File: src/rtl/pgc_pkg.sv
package pgc_pkg;
    localparam int unsigned PS_W   = 2;
    localparam int unsigned N_WAKE = 3;

    typedef enum logic [PS_W-1:0] {
        PS_D0 = 2'd0,
        PS_D1 = 2'd1,
        PS_D2 = 2'd2,
        PS_D3 = 2'd3
    } pwr_state_e;

    typedef enum logic [1:0] {
        RS_RUN  = 2'd0,
        RS_LOW  = 2'd1,
        RS_TXUP = 2'd2,
        RS_RETX = 2'd3
    } resume_e;
endpackage

File: src/rtl/pgc_state_apply.sv
module pgc_state_apply
    import pgc_pkg::*;
(
    input  logic            clk,
    input  logic            rst_n,
    input  logic [PS_W-1:0] req_i,
    input  logic            busy_i,
    output logic            low_o,
    output logic            d0_entry_o
);
    typedef struct packed {
        pwr_state_e st;
    } apply_t;

    apply_t q, d;

    always_comb begin
        d = q;
        if (!busy_i) begin
            d.st = pwr_state_e'(req_i);
        end
    end

    always_ff @(posedge clk or negedge rst_n) begin
        if (!rst_n) begin
            q.st <= PS_D0;
        end else begin
            q <= d;
        end
    end

    assign low_o      = (q.st != PS_D0);
    assign d0_entry_o = low_o && !busy_i && (pwr_state_e'(req_i) == PS_D0);

    // a frame in progress pins the applied state
    p_busy_hold_r2: assert property (@(posedge clk) disable iff (!rst_n)
        busy_i |=> $stable(q.st));
endmodule

File: src/rtl/pgc_wake_pme.sv
module pgc_wake_pme
    import pgc_pkg::*;
#(
    parameter int unsigned NW = N_WAKE
) (
    input  logic          clk,
    input  logic          rst_n,
    input  logic          low_i,
    input  logic          d0_entry_i,
    input  logic          pme_en_i,
    input  logic [NW-1:0] wake_i,
    input  logic [NW-1:0] mask_i,
    input  logic [NW-1:0] clr_i,
    output logic [NW-1:0] stat_o,
    output logic          pme_n_o
);
    typedef struct packed {
        logic [NW-1:0] pend;
    } pme_t;

    pme_t q, d;
    logic [NW-1:0] set_vec;

    for (genvar i = 0; i < NW; i++) begin : g_evt
        assign set_vec[i] = wake_i[i] && mask_i[i] && low_i;
    end

    always_comb begin
        d = q;
        d.pend = (q.pend & ~clr_i) | set_vec;
        if (d0_entry_i && !pme_en_i) begin
            d.pend = '0;
        end
    end

    always_ff @(posedge clk or negedge rst_n) begin
        if (!rst_n) begin
            q.pend <= '0;
        end else begin
            q <= d;
        end
    end

    assign stat_o  = q.pend;
    assign pme_n_o = ~(|q.pend);

    // no status bit appears while at full power
    p_d0_nowake_r6: assert property (@(posedge clk) disable iff (!rst_n)
        !low_i |=> ((q.pend & ~$past(q.pend)) == '0));

    // a clear without a competing set drops the bit
    p_clr_r7: assert property (@(posedge clk) disable iff (!rst_n)
        1'b1 |=> ((q.pend & $past(clr_i & ~set_vec)) == '0));
endmodule

File: src/rtl/pgc_resume_seq.sv
module pgc_resume_seq
    import pgc_pkg::*;
(
    input  logic clk,
    input  logic rst_n,
    input  logic low_i,
    input  logic partial_i,
    output logic tx_en_o,
    output logic dma_en_o,
    output logic retx_o
);
    typedef struct packed {
        resume_e seq;
        logic    part;
    } seq_t;

    seq_t q, d;

    always_comb begin
        d = q;
        unique case (q.seq)
            RS_RUN, RS_TXUP: begin
                if (low_i) begin
                    d.seq  = RS_LOW;
                    d.part = q.part | partial_i;
                end else if (q.seq == RS_TXUP) begin
                    d.seq = RS_RETX;
                end
            end
            RS_RETX: begin
                if (low_i) begin
                    d.seq = RS_LOW;
                end else begin
                    d.seq  = RS_RUN;
                    d.part = 1'b0;
                end
            end
            RS_LOW: begin
                if (!low_i) begin
                    d.seq = RS_TXUP;
                end
            end
            default: d = q;
        endcase
    end

    always_ff @(posedge clk or negedge rst_n) begin
        if (!rst_n) begin
            q.seq  <= RS_RUN;
            q.part <= 1'b0;
        end else begin
            q <= d;
        end
    end

    assign tx_en_o  = !low_i && (q.seq != RS_LOW);
    assign dma_en_o = !low_i && (q.seq == RS_RUN);
    assign retx_o   = !low_i && (q.seq == RS_RETX) && q.part;

    // the retransmit request lasts a single cycle
    p_retx_single_r10: assert property (@(posedge clk) disable iff (!rst_n)
        retx_o |=> !retx_o);

    // retransmit only after transmit has been up for a cycle
    p_retx_after_tx_r9: assert property (@(posedge clk) disable iff (!rst_n)
        retx_o |-> (tx_en_o && $past(tx_en_o)));

    // DMA never comes back ahead of transmit
    p_dma_after_tx_r9: assert property (@(posedge clk) disable iff (!rst_n)
        $rose(dma_en_o) |-> $past(tx_en_o));
endmodule

File: src/rtl/pwr_gate_ctl.sv
module pwr_gate_ctl
    import pgc_pkg::*;
(
    input  logic                clk,
    input  logic                rst_n,
    input  logic [PS_W-1:0]     pwr_req_i,
    input  logic                rx_frame_busy_i,
    input  logic [N_WAKE-1:0]   wake_i,
    input  logic [N_WAKE-1:0]   wake_mask_i,
    input  logic                pme_en_i,
    input  logic [N_WAKE-1:0]   pme_clr_i,
    input  logic                tx_pkt_partial_i,
    output logic                rx_en_o,
    output logic                isr_upd_en_o,
    output logic                fifo_hold_o,
    output logic                tx_en_o,
    output logic                dma_en_o,
    output logic                retx_req_o,
    output logic [N_WAKE-1:0]   pme_stat_o,
    output logic                pme_n_o
);
    logic low;
    logic d0_entry;

    pgc_state_apply u_apply (
        .clk        (clk),
        .rst_n      (rst_n),
        .req_i      (pwr_req_i),
        .busy_i     (rx_frame_busy_i),
        .low_o      (low),
        .d0_entry_o (d0_entry)
    );

    pgc_wake_pme #(.NW(N_WAKE)) u_pme (
        .clk        (clk),
        .rst_n      (rst_n),
        .low_i      (low),
        .d0_entry_i (d0_entry),
        .pme_en_i   (pme_en_i),
        .wake_i     (wake_i),
        .mask_i     (wake_mask_i),
        .clr_i      (pme_clr_i),
        .stat_o     (pme_stat_o),
        .pme_n_o    (pme_n_o)
    );

    pgc_resume_seq u_seq (
        .clk       (clk),
        .rst_n     (rst_n),
        .low_i     (low),
        .partial_i (tx_pkt_partial_i),
        .tx_en_o   (tx_en_o),
        .dma_en_o  (dma_en_o),
        .retx_o    (retx_req_o)
    );

    assign rx_en_o      = !low;
    assign isr_upd_en_o = !low;
    assign fifo_hold_o  = low;

    // a frozen datapath never transmits, moves data or retransmits
    p_tx_off_r4: assert property (@(posedge clk) disable iff (!rst_n)
        fifo_hold_o |-> (!tx_en_o && !dma_en_o && !retx_req_o));
endmodule

File: config.mk
export PLATFORM = sky130hd
export DESIGN_NAME = pwr_gate_ctl
export DESIGN_NICKNAME = d
export VERILOG_FILES = /design/src/rtl/pgc_pkg.sv /design/src/rtl/pgc_state_apply.sv /design/src/rtl/pgc_wake_pme.sv /design/src/rtl/pgc_resume_seq.sv /design/src/rtl/pwr_gate_ctl.sv
export SDC_FILE = /design/constraint.sdc
export NUM_CORES = 1
export LEC_CHECK = 0
export BUFFER_PORTS_ARGS = -buffer_cell sky130_fd_sc_hd__buf_2
export CORE_AREA = 2 2 39 41
export DETAILED_ROUTE_END_ITERATION = 16
export DIE_AREA = 0 0 41 43
export GPL_TIMING_DRIVEN = 0
export PLACE_DENSITY = 0.67
export SYNTH_ARGS = -nofsm -noshare
export SYNTH_HDL_FRONTEND = slang
export SYNTH_SLANG_ARGS = --single-unit
File: constraint.sdc
create_clock -name clk -period 2.21 [get_ports clk]
set_input_delay 0.221 -clock clk [delete_from_list [all_inputs] [get_ports clk]]
set_output_delay 0.221 -clock clk [all_outputs]
set_load 0.01 [all_outputs]
# [Word level (Yosys, flattened, before mapping)]
# Index checks and enable logic that the tools add are counted.
[word_totals] reg_bits=8 input_bits=16 output_inout_bits=10 word_cells=50
[classes] eq_ne=8 n_mux=9 n_bitwise=5 n_reduce_logical=24
[ops] operator="$logic_and 1x1->1" count=13
[ops] operator="$mux 2" count=3
[ops] operator="$ne 2x2->1 const B" count=3
[ops] operator="$pmux 2 s3" count=1
[ops] operator="$eq 2x2->1 const B" count=2
[ops] operator="$logic_not 2->1" count=2
[ops] operator="$reduce_bool 2->1" count=2
[ops] operator="$and 3x3->3" count=1
[ops] operator="$logic_not 1->1" count=3
[ops] operator="$mux 1" count=3
[ops] operator="$mux 3" count=1
[ops] operator="$ne 3x2->1 const B" count=1
[ops] operator="$not 3->3" count=1
[ops] operator="$or 3x3->3" count=1
[ops] operator="$reduce_and 3->1" count=1
[ops] operator="$reduce_or 3->1" count=1
[ops] operator="$eq 2x1->1 const B" count=1
[ops] operator="$ne 2x1->1 const B" count=1
[ops] operator="$pmux 1 s2" count=1
[ops] operator="$reduce_and 2->1" count=1
[ops] operator="$reduce_or 2->1" count=1
[ops] operator="$not 1->1" count=1
[ops] operator="$or 1x1->1" count=1

# [Longest topological paths before layout]
# Gate-level depths: netlist (run 1).
[logic_depth] ltp_word=5 mapped_depth=4 mapped_depth_nobuf=4

# [By module]
# A second synthesis (run 1) with hierarchy kept.
[unflattened] cells_unflattened=36 hier_area_um2=387.9
[by_module_without_submodules] mod="pgc_wake_pme" n_inst=1 cells_per_inst=14 area_each_um2=137.6 seq_area_each_um2=75.1
[by_module_without_submodules] mod="pgc_resume_seq" n_inst=1 cells_per_inst=14 area_each_um2=136.4 seq_area_each_um2=75.1
[by_module_without_submodules] mod="pgc_state_apply" n_inst=1 cells_per_inst=6 area_each_um2=102.6 seq_area_each_um2=50.0
[by_module_without_submodules] mod="pwr_gate_ctl" n_inst=1 cells_per_inst=2 area_each_um2=11.3 seq_area_each_um2=0.0

# [Worst setup path before layout (run 1)]
# Ideal clock, no wire load.
[synth_timing] path_kind="register -> output" from="register u_apply.q[1] in the netlist's numbering" to="output port retx_req_o" arrival_ps=1076 t_required_ps=1989 slack_ps=913 stages_incl_launch_ff=4 path_buffers=1 cell_sequence="dfrtp_1 -> or2_1 -> buf_2 -> nor3_1"
[synth_via] elab_chain_cells=4
[synth_lines] item="start: declaration" line_no="pgc_state_apply.sv:15" rtl="apply_t q, d;"
[synth_lines] item="$reduce_bool 2->1" line_no="pgc_state_apply.sv:32" rtl="assign low_o = (q.st != PS_D0);"
[synth_lines] item="named net fifo_hold_o" line_no="pwr_gate_ctl.sv:15" rtl="output logic fifo_hold_o,"
[synth_lines] item="$logic_not 1->1"
[synth_lines] item="$logic_and 1x1->1 (2 in series)" line_no="pgc_resume_seq.sv:58" rtl="assign retx_o = !low_i && (q.seq == RS_RETX) && q.part;"
[synth_lines] item="end: declaration" line_no="pwr_gate_ctl.sv:18" rtl="output logic retx_req_o,"
# The timed path passes the listed nets, and every way through them passes these cells.

# [Worst setup path after layout (run 1)]
[layout_timing] from="register u_apply.q[1] in the netlist's numbering" to="output port retx_req_o"
[layout_via] elab_chain_cells=4
[layout_lines] item="$reduce_bool 2->1" line_no="pgc_state_apply.sv:32"
[layout_lines] item="$logic_not 1->1"
[layout_lines] item="$logic_and 1x1->1 (2 in series)" line_no="pgc_resume_seq.sv:58"
# No other way between the ends.

==> metrics, run 1 <==
Tmin final=1.58 ns; clk root buf=clkbuf_4; RSZ-0062 raised after global routing=false; Chip Width=41 um; Mean Syn Cell Area=10.2 sq um; Critical Path Sink Type=output pin; post_cts resized=0; Area Overhead vs Synth=47.2%; die height=43 um; most frequent cells in the layout=26 x buf_2, 8 x dfrtp_1, 4 x inv_1, 4 x nor2_1; Initial Util=0.272; CTS Buf Count=3; Via density=4.39; largest net degree at the start of global routing=11; vias in the first global route=316; share of cells above drive strength 1=0.530; RR Endpoint=u_pme.stat_o[0]; DR iter-0 viols=2; post-synthesis register bit count=8; Worst Hold End=u_apply.q[1]; Slew Viols, Final=0; Post-CTS Setup Bufs=0; TNS Setup=0 ns; final hold slack=0.226 ns; register area share after synthesis=0.532; antenna violations before repair=0; worst-case reg-to-reg path depth=4; Cells on Worst Hold Path=2; Clock transition at path regs=0.05 ns; Syn Std Cell Area=377 sq um; CTS tree=yes; Startpoint Class=flop; post-DR wirelength/cell=9.40 um; final worst-path cycle share=0.717; Peak Freq=631 MHz; Hold Startpoint=pwr_req_i[1]; Core ar.=0.00138 sq mm; RePlAce Congestion=0.661; Layout fillers=143; flop2flop setup slack=1.02 ns; outcome=finished clean; leakage power=0.296 nW; total gr overflow=0; Worst-Skew Late Latency=0.24 ns; nets=84; critical path class=reg2out; clk sink count=8; IO Pins=26; Peak VDD IR=0.000291 V; buffer depth of the longest clock path=2; Hold Violations, Final=0; worst r2r src=u_apply.q[1]; placed cell count=78; Power Density=675 mW/mm^2; TritonRoute pass-1 iters=2; row count=14; Final ANT Viol Nets=0; WL final=771 um; hpwl dp=652 um; Rel. slew slack=0.874; non-filler cells, final=82; max_cap viols=0; first-pass GRT wire length=1210 um; die area=0.00176 sq mm; net count after synthesis=53; final setup vio count=0; Least-Margin Pin Slew=0.189 ns; synth unique cells=17; Final Skew=0.00239 ns; Antenna Cells=0; crit path DAT=1.36 ns; Hold Crit Class=in2reg; cells after synthesis=37; worst path required time=1.99 ns; GR Util All Layers=0.102; most common cell after layout, fill and taps aside=buf_2; Ys Warns=0; via count=360; htree depth=1; Post-CTS Hold Fix Bufs=1; port bufs=25; crit-path max FO=10; DRC errors left=0
## layer usage
layer | wire, um | track usage
met1 | 338 | 0.124
met3 | 54 | 0.0314
met4 | 0 | 0.0400
met2 | 377 | 0.159
met5 | 0 | 0
## cells in the mapped netlist
cell     count  share of area
nor3_1       3          0.040
nor2_4       1          0.030
inv_1        4          0.040
o21ai_1      1          0.013
dfrtp_1      8           0.53
or2_1        1          0.017
xnor2_1      1          0.023
or4_4        1          0.030
a21oi_1      3          0.040
nor2_1       4          0.040
nand2_1      1          0.010
mux2_2       2          0.060
o21ai_0      1          0.013
buf_4        1          0.020
buf_2        1          0.013
a32oi_1      3          0.070
inv_2        1          0.010
## stage by stage
stage                     power (W)  setup slack, ns  instance area (sq um)   util
after floorplan            0.000230            0.913                    377      -
after global placement     0.000270            0.895                    522  0.377
after detailed placement   0.000273            0.892                    522  0.377
after CTS                  0.000381            0.623                    554  0.401
after global routing       0.000405            0.549                    554  0.401
final                      0.000374            0.626                    554  0.401
## cell families after synthesis
| family | count (synthesis) | share of synthesized area |
|---|---|---|
| simple gates | 11 | 0.166 |
| compound gates | 8 | 0.136 |
| flops | 8 | 0.532 |
| buf+inv | 7 | 0.0830 |
| mux | 2 | 0.0598 |
| xor+xnor | 1 | 0.0233 |
## registers in the layout (all words and copies together), names as in the netlist
name / cells
u_apply.q: 2
u_pme.stat_o: 3
u_seq.q: 3
## worst max-delay path by stage
stage            startpoint          to  cells after the start
3_5_place_dp   u_apply.q[1]  retx_req_o                      4
5_1_grt        u_apply.q[1]    dma_en_o                      4
2_1_floorplan  u_apply.q[1]  retx_req_o                      3
3_3_place_gp   u_apply.q[1]  retx_req_o                      4
6_report       u_apply.q[1]  retx_req_o                      4
4_1_cts        u_apply.q[1]  retx_req_o                      4
## layout make-up
type | instances | area [sq um] | share of cell area
Clock buffer | 3 | 22.5 | 0.0406
Buffer | 2 | 12.5 | 0.0226
Inverter | 5 | 18.8 | 0.0339
Multi-Input combinational cell | 22 | 145 | 0.262
Tap cell | 16 | 20.0 | 0.0361
Sequential cell | 8 | 200 | 0.361
Timing Repair Buffer | 26 | 135 | 0.244
## report_power, final
part	internal, W	leakage, nW	switching [W]
clock network	0.0000617	0.0138	0.0000428
registers	0.000165	0.0982	0.0000140
logic	0.0000450	0.184	0.0000458
## critical path, stage by stage (launching register included)
cell and delay, ns:
dfrtp_1 0.37, or2_1 0.24, buf_2 0.19, nor3_1 0.17
buf_2 0.15
(Power assumes the default switching activity.)
==> run 2, diff against run 1 <==
--- a/config.mk
+++ b/config.mk
@@ -10,7 +10,7 @@
 export DETAILED_ROUTE_END_ITERATION = 16
 export DIE_AREA = 0 0 41 43
 export GPL_TIMING_DRIVEN = 0
-export PLACE_DENSITY = 0.67
+export PLACE_DENSITY = 0.7
 export SYNTH_ARGS = -nofsm -noshare
 export SYNTH_HDL_FRONTEND = slang
 export SYNTH_SLANG_ARGS = --single-unit
==> constraint.sdc (replaced) <==
create_clock -name clk -period 1.3 [get_ports clk]
set_input_delay 0.13 -clock clk [delete_from_list [all_inputs] [get_ports clk]]
set_output_delay 0.13 -clock clk [all_outputs]
set_load 0.01 [all_outputs]
==> run 2 against run 1 <==
The flow now finishes with violations (setup timing); wire length rose by 19%; die area is the same; global-route usage increased by 1.7 points; first-iteration DRC count is 50% higher; count of clock-buffer cells in the layout stayed put; worst setup slack got worse by 0.72 ns; clock power rose by 84%; combinational power up 130%; sequential power increased by 72%; non-clock buffer count is 4 higher; largest cell class is now buffers.
==> metrics, run 2 (synthesis gave the netlist of run 1 again) <==
antenna violations before repair=0 (unchanged); combinational group share of total power=0.296 (was 0.243); Tmin final=1.40 ns; crit-path max FO=6 (was 10); final worst-path cycle share=1.08; Clk pwr share=0.269 (was 0.279); flop2flop setup slack=0.02 ns (was 1.02 ns); Slew Viols, Final=0 (unchanged); Hold Violations, Final=0 (unchanged); worst path required time=1.17 ns (was 1.99 ns); Worst Hold End=u_apply.q[1] (unchanged); Int Pwr=0.000501 W (was 0.000272 W); CTS tree=yes (unchanged); Chip Width=41 um (unchanged); max_cap viols=0 (unchanged); Power Density=1100 mW/mm^2 (was 675 mW/mm^2); DRC errors left=0 (unchanged); Final Core Density=0.465 (was 0.401); RR Endpoint=u_pme.stat_o[2] (was u_pme.stat_o[0]); Final Skew=0.00311 ns (was 0.00239 ns); CTS Buf Count=3 (unchanged); WL final=920 um (was 771 um); Via density=4.58 (was 4.39); post-DR wirelength/cell=10.7 um (was 9.40 um); Worst-Skew Late Latency=0.25 ns (was 0.24 ns); Hold Crit Class=in2reg (unchanged); Antenna Cells=0 (unchanged); nets=88 (was 84); sw power=0.000208 W (was 0.000103 W); final hold slack=0.129 ns (was 0.226 ns); IO Pins=26 (unchanged); Least-Margin Pin Slew=0.234 ns (was 0.189 ns); RSZ-0062 raised after global routing=true (was false); worst-case reg-to-reg path depth=5 (was 4); clk root buf=clkbuf_4 (unchanged); leakage power=0.330 nW (was 0.296 nW); Core ar.=0.00138 sq mm (unchanged); Initial Util=0.272 (unchanged); final setup vio count=5 (was 0); Startpoint Class=flop (unchanged); via count=394 (was 360); most common cell after layout, fill and taps aside=buf_2 (unchanged); hpwl dp=645 um (was 652 um); Critical Path Sink Type=output pin (unchanged); fin worst setup slack=-0.0984 ns (was 0.626 ns); htree depth=1 (unchanged); RePlAce Congestion=0.623 (was 0.661); clk sink count=8 (unchanged); total gr overflow=0 (unchanged); die height=43 um (unchanged); TritonRoute pass-1 iters=2 (unchanged); DR iter-0 viols=3 (was 2); failing checks=setup timing; die area=0.00176 sq mm (unchanged); Clock transition at path regs=0.06 ns (was 0.05 ns); sw frac=0.293 (was 0.274); port bufs=25 (unchanged); row count=14 (unchanged); Peak Freq=715 MHz; critical path class=reg2out (unchanged); sequential cell area=200 sq um (unchanged); Final ANT Viol Nets=0 (unchanged); Hold Startpoint=pwr_req_i[1] (unchanged); sequential share of power=0.435 (was 0.478); GR Util All Layers=0.119 (was 0.102); largest net degree at the start of global routing=9 (was 11); first-pass GRT wire length=1330 um (was 1210 um); Layout fillers=132 (was 143); share of cells above drive strength 1=0.643 (was 0.530); Peak VDD IR=0.000482 V (was 0.000291 V); buffer depth of the longest clock path=2 (unchanged); TNS Setup=-0.420 ns (was 0 ns); Rel. slew slack=0.844 (was 0.874); crit path DAT=1.27 ns (was 1.36 ns); area of the multi-input gates=176 sq um (was 145 sq um); worst r2r src=u_apply.q[0] (was u_apply.q[1]); outcome=finished, violations left (was finished clean); vias in the first global route=316 (unchanged); Area Overhead vs Synth=70.8% (was 47.2%); most frequent cells in the layout=22 x buf_2, 8 x dfrtp_1, 5 x buf_4 (was 26 x buf_2, 8 x dfrtp_1, 4 x inv_1, 4 x nor2_1); Cells on Worst Hold Path=2 (unchanged)
==> run 2: per-layer routing <==
| metal | vias up | track usage | wire [um] |
|---|---|---|---|
| met3 | 0 | 0.0471 | 64 |
| met2 | 14 | 0.144 | 454 |
| li1 | 192 | - | - |
| met5 | - | 0 | 0 |
| met1 | 188 | 0.157 | 401 |
| met4 | 0 | 0.100 | 0 |
==> run 2: worst max-delay path by stage <==
stage	start	endpoint	slack [ns]	cells after the start
finish	u_apply.q[0]	fifo_hold_o	-0.1	4
global route	u_apply.q[0]	dma_en_o	-0.15	4
global placement	u_apply.q[1]	dma_en_o	0.07	4
floorplan	u_apply.q[1]	retx_req_o	0.09	3
detailed placement	u_apply.q[1]	retx_req_o	0.06	4
CTS	u_apply.q[0]	dma_en_o	-0.12	4
==> run 2: what timing repair did <==
action / CTS / global route
pin swaps: 2 / 2
buffers inserted: 3 / 1
setup endpoints to repair: 5 / 7
hold buffers: 1 / 0
endpoints found under the hold margin: 8 / 0
gates cloned: 0 / 0
gates resized for setup: 7 / 5
==> run 2: per-stage QoR <==
stage	total power [W]	setup slack [ns]	cells	area [sq um]
finish	0.000708	-0.0984	86	643
global route	0.000761	-0.149	86	643
CTS	0.000692	-0.123	85	609
detailed placement	0.000461	0.0596	78	522
global placement	0.000459	0.0707	78	522
floorplan	0.000391	0.0945	37	377
==> run 2: area by class of cell <==
class	instances	area share
plain buffers	2	0.0292
clock buffers	3	0.0350
inverters	5	0.0331
multi-input cells	22	0.274
flip-flops and latches	8	0.311
well taps	16	0.0311
repair buffers	30	0.286
==> run 2: power groups by stage <==
stage,clock network (W),logic (W),registers [W]
finish,0.000191,0.000209,0.000308
global route,0.000220,0.000229,0.000312
CTS,0.000198,0.000189,0.000306
detailed placement,0,0.000153,0.000308
global placement,0,0.000152,0.000307
floorplan,0,0.0000819,0.000309
==> run 2: critical path, stage by stage (launching register included) <==
cell and delay, ns:
dfrtp_1 0.37, or2_4 0.26, buf_6 0.13, buf_4 0.14
buf_6 0.11
==> run 3, diff against run 2 <==
--- a/config.mk
+++ b/config.mk
@@ -10,7 +10,8 @@
 export DETAILED_ROUTE_END_ITERATION = 16
 export DIE_AREA = 0 0 41 43
 export GPL_TIMING_DRIVEN = 0
-export PLACE_DENSITY = 0.7
+export PLACE_DENSITY = 0.71
 export SYNTH_ARGS = -nofsm -noshare
 export SYNTH_HDL_FRONTEND = slang
+export SYNTH_HIERARCHICAL = 1
 export SYNTH_SLANG_ARGS = --single-unit
==> run 3 against run 2 <==
The run still ends with setup timing left; flip-flop and latch count unchanged; wire length down 2.5%; critical path depth stayed put; cell count unchanged; sequential share of layout area increased by 0.68 points; sequential power rose by 1%.
==> metrics, run 3 <==
die height=43 um (unchanged); crit-path max FO=8 (was 6); most common cell after layout, fill and taps aside=buf_2 (unchanged); leakage power=0.328 nW (was 0.330 nW); row count=14 (unchanged); critical path depth in cells=4 (unchanged); Crit-path slowest cell=dfrtp_1 (unchanged); Layout fillers=136 (was 132); Final Skew=0.00136 ns (was 0.00311 ns); Peak Freq=716 MHz (was 715 MHz); clk root buf=clkbuf_4 (unchanged); TritonRoute pass-1 iters=2 (unchanged); area of the multi-input gates=195 sq um (was 176 sq um); DRC errors left=0 (unchanged); largest net degree at the start of global routing=9 (unchanged); CP top delay family=simple AND/OR/NAND/NOR gates (was buffers and inverters); first-pass GRT wire length=1410 um (was 1330 um); placed cell count=77 (was 78); Syn Std Cell Area=388 sq um (was 377 sq um); Ys Warns=6 (was 0); Final ANT Viol Nets=0 (unchanged); Rel. slew slack=0.844 (about the same); crit-path cells=or2_4 -> nand2b_4 -> nor2_1 -> buf_2 (was or2_4 -> buf_6 -> buf_4 -> buf_6); Chip Width=41 um (unchanged); buffer depth of the longest clock path=2 (unchanged); final setup vio count=5 (unchanged); Buf+Inv Stages, Crit Path=1 (was 3); non-filler cells, final=86 (unchanged); Slew Viols, Final=0 (unchanged); outcome=finished, violations left (unchanged); post-DR wirelength/cell=10.4 um (was 10.7 um); GR Layer Usage met2=0.181 (was 0.144); sequential cell area=200 sq um (unchanged); number of enable flip-flop cells after synthesis=0 (unchanged); Startpoint Class=flop (unchanged); grt met3 use=0.0628 (was 0.0471); RePlAce Congestion=0.660 (was 0.623); Post-synth top cells=8 x dfrtp_1, 5 x a21oi_1, 4 x nand2b_1 (was 8 x dfrtp_1, 4 x inv_1, 4 x nor2_1); CP peak stage delay=0.37 ns (about the same); Initial Util=0.280 (was 0.272); crit path to=retx_req_o (was fifo_hold_o); Tmin final=1.40 ns (about the same); worst path required time=1.17 ns (about the same); gr busiest metal=met2 (was met1); RSZ-0062 raised after global routing=true (unchanged); clk sink count=8 (unchanged); final hold slack=0.123 ns (was 0.129 ns); Hold Violations, Final=0 (unchanged); Mean Syn Cell Area=10.8 sq um (was 10.2 sq um); CTS Buf Count=3 (unchanged); CTS tree=yes (unchanged); flop2flop setup slack=0.02 ns (about the same); Core ar.=0.00138 sq mm (unchanged); antenna violations before repair=0 (unchanged); grt met1 use=0.144 (was 0.157); net count after synthesis=52 (was 53); htree depth=1 (unchanged); Worst-Skew Late Latency=0.26 ns (was 0.25 ns); via count=382 (was 394); Power Density=1100 mW/mm^2 (about the same); port bufs=25 (unchanged); Least-Margin Pin Slew=0.235 ns (was 0.234 ns); vias in the first global route=349 (was 316); max_cap viols=0 (unchanged); worst r2r src=u_apply/q[1] (was u_apply.q[0]); die area=0.00176 sq mm (unchanged); cells after synthesis=36 (was 37); launch point of the worst path=u_apply/q[1] (was u_apply.q[0]); synth unique cells=16 (was 17); most frequent cells in the layout=25 x buf_2, 8 x dfrtp_1, 5 x buf_4 (was 22 x buf_2, 8 x dfrtp_1, 5 x buf_4); asr flop ratio synth=1.00 (unchanged); Hold Crit Class=in2reg (unchanged); final worst-path cycle share=1.07 (was 1.08); post-synthesis register bit count=8 (unchanged); GR Util All Layers=0.124 (was 0.119); critical path class=reg2out (unchanged); top_reg_cell synth=dfrtp_1 (unchanged); Clock transition at path regs=0.05 ns (was 0.06 ns); post-place setup slack=-0.0207 ns (was 0.0596 ns); Area Overhead vs Synth=62.3% (was 70.8%); crit path DAT=1.27 ns (about the same); failing checks=setup timing (unchanged); Via density=4.44 (was 4.58); Critical Path Sink Type=output pin (unchanged); register area share after synthesis=0.516 (was 0.532); fin worst setup slack=-0.0964 ns (was -0.0984 ns); Peak VDD IR=0.000842 V (was 0.000482 V); IO Pins=26 (unchanged); share of cells above drive strength 1=0.600 (was 0.643); WL final=897 um (was 920 um); worst-case reg-to-reg path depth=5 (unchanged); Antenna Cells=0 (unchanged); synth top area cells=dfrtp_1 52%, a21oi_1 6.5%, nand2b_1 6.5% (was dfrtp_1 53%, a32oi_1 7.0%, mux2_2 6.0%); nets=88 (unchanged); post-synth top area cell=dfrtp_1 (unchanged); RR Endpoint=u_seq/q[0] (was u_pme.stat_o[2]); most numerous cell in the Yosys netlist=dfrtp_1 (unchanged); total gr overflow=0 (unchanged); DR iter-0 viols=3 (unchanged); top cell type's share of synthesized area=0.516 (was 0.532)
[run 3: changes by cell type after synthesis, moves of 2 or more]
cell,before,now
nand2b_1,0,4
a32oi_1,3,0
nand3_1,0,3
a21oi_1,3,5
inv_1,4,2
nor2_1,4,2
[run 3: worst min-delay path by stage]
stage                       startpoint  slack, ns         endpoint  cells past startpoint
after floorplan                  rst_n      -0.17     u_apply/q[0]                      0
after global placement           rst_n      -0.02     u_apply/q[0]                      1
after detailed placement         rst_n      -0.02     u_apply/q[0]                      1
after CTS                 pme_clr_i[1]       0.11  u_pme/stat_o[1]                      3
after global routing      pme_clr_i[1]       0.14  u_pme/stat_o[1]                      3
final                     pme_clr_i[1]       0.12  u_pme/stat_o[1]                      3
[run 3: cell type report]
| type | count | area share |
|---|---|---|
| Sequential cell | 8 | 0.318 |
| Clock buffer | 3 | 0.0358 |
| Inverter | 2 | 0.0119 |
| Timing Repair Buffer | 31 | 0.280 |
| Tap cell | 16 | 0.0318 |
| Buffer | 1 | 0.0119 |
| Multi-Input combinational cell | 25 | 0.310 |
[run 3: metrics by stage]
step / TNS, ns / util / power (W) / instance area, sq um
floorplan: 0 / - / 0.000394 / 388
global placement: -0.0126 / 0.385 / 0.000464 / 533
detailed placement: -0.0405 / 0.385 / 0.000467 / 533
CTS: -0.326 / 0.443 / 0.000694 / 613
global route: -0.558 / 0.455 / 0.000738 / 629
finish: -0.262 / 0.455 / 0.000690 / 629
[run 3: worst reg2reg max path, cell delays in order (launching register included)]
cell	delay (ns)
dfrtp_1	0.37
or2_4	0.29
nand2b_4	0.15
buf_4	0.13
buf_4	0.12
o2bb2ai_1	0.11
[run 3: what timing repair did]
| action | CTS | global route |
|---|---|---|
| gates cloned | 0 | 0 |
| setup buffers | 4 | 1 |
| hold endpoints to repair | 8 | 0 |
| endpoints found under the setup margin | 9 | 9 |
| hold buffers | 1 | 0 |
| resized for setup | 4 | 2 |
| pin swaps | 2 | 1 |
[run 3: logic make-up (layout without fill, tap and decap cells)]
logic type,count (synthesis),count (layout),synth area share
AND/OR/NAND/NOR,15,15,0.258
flip-flops,8,8,0.516
AO/OA/AOI/OAI,7,7,0.106
buffers and inverters,3,37,0.0387
multiplexers,2,2,0.0581
XOR/XNOR,1,1,0.0226
[run 3: power breakdown]
group	switching [W]	internal, W
logic	0.0000831	0.000107
clock network	0.0000827	0.000105
registers	0.0000312	0.000281
total	0.000197	0.000494
[run 3: routing by layer]
metal	up-vias	part of all wire
li1	193	-
met1	174	0.39
met2	13	0.50
met3	2	0.079
met4	0	0.023
met5	-	0
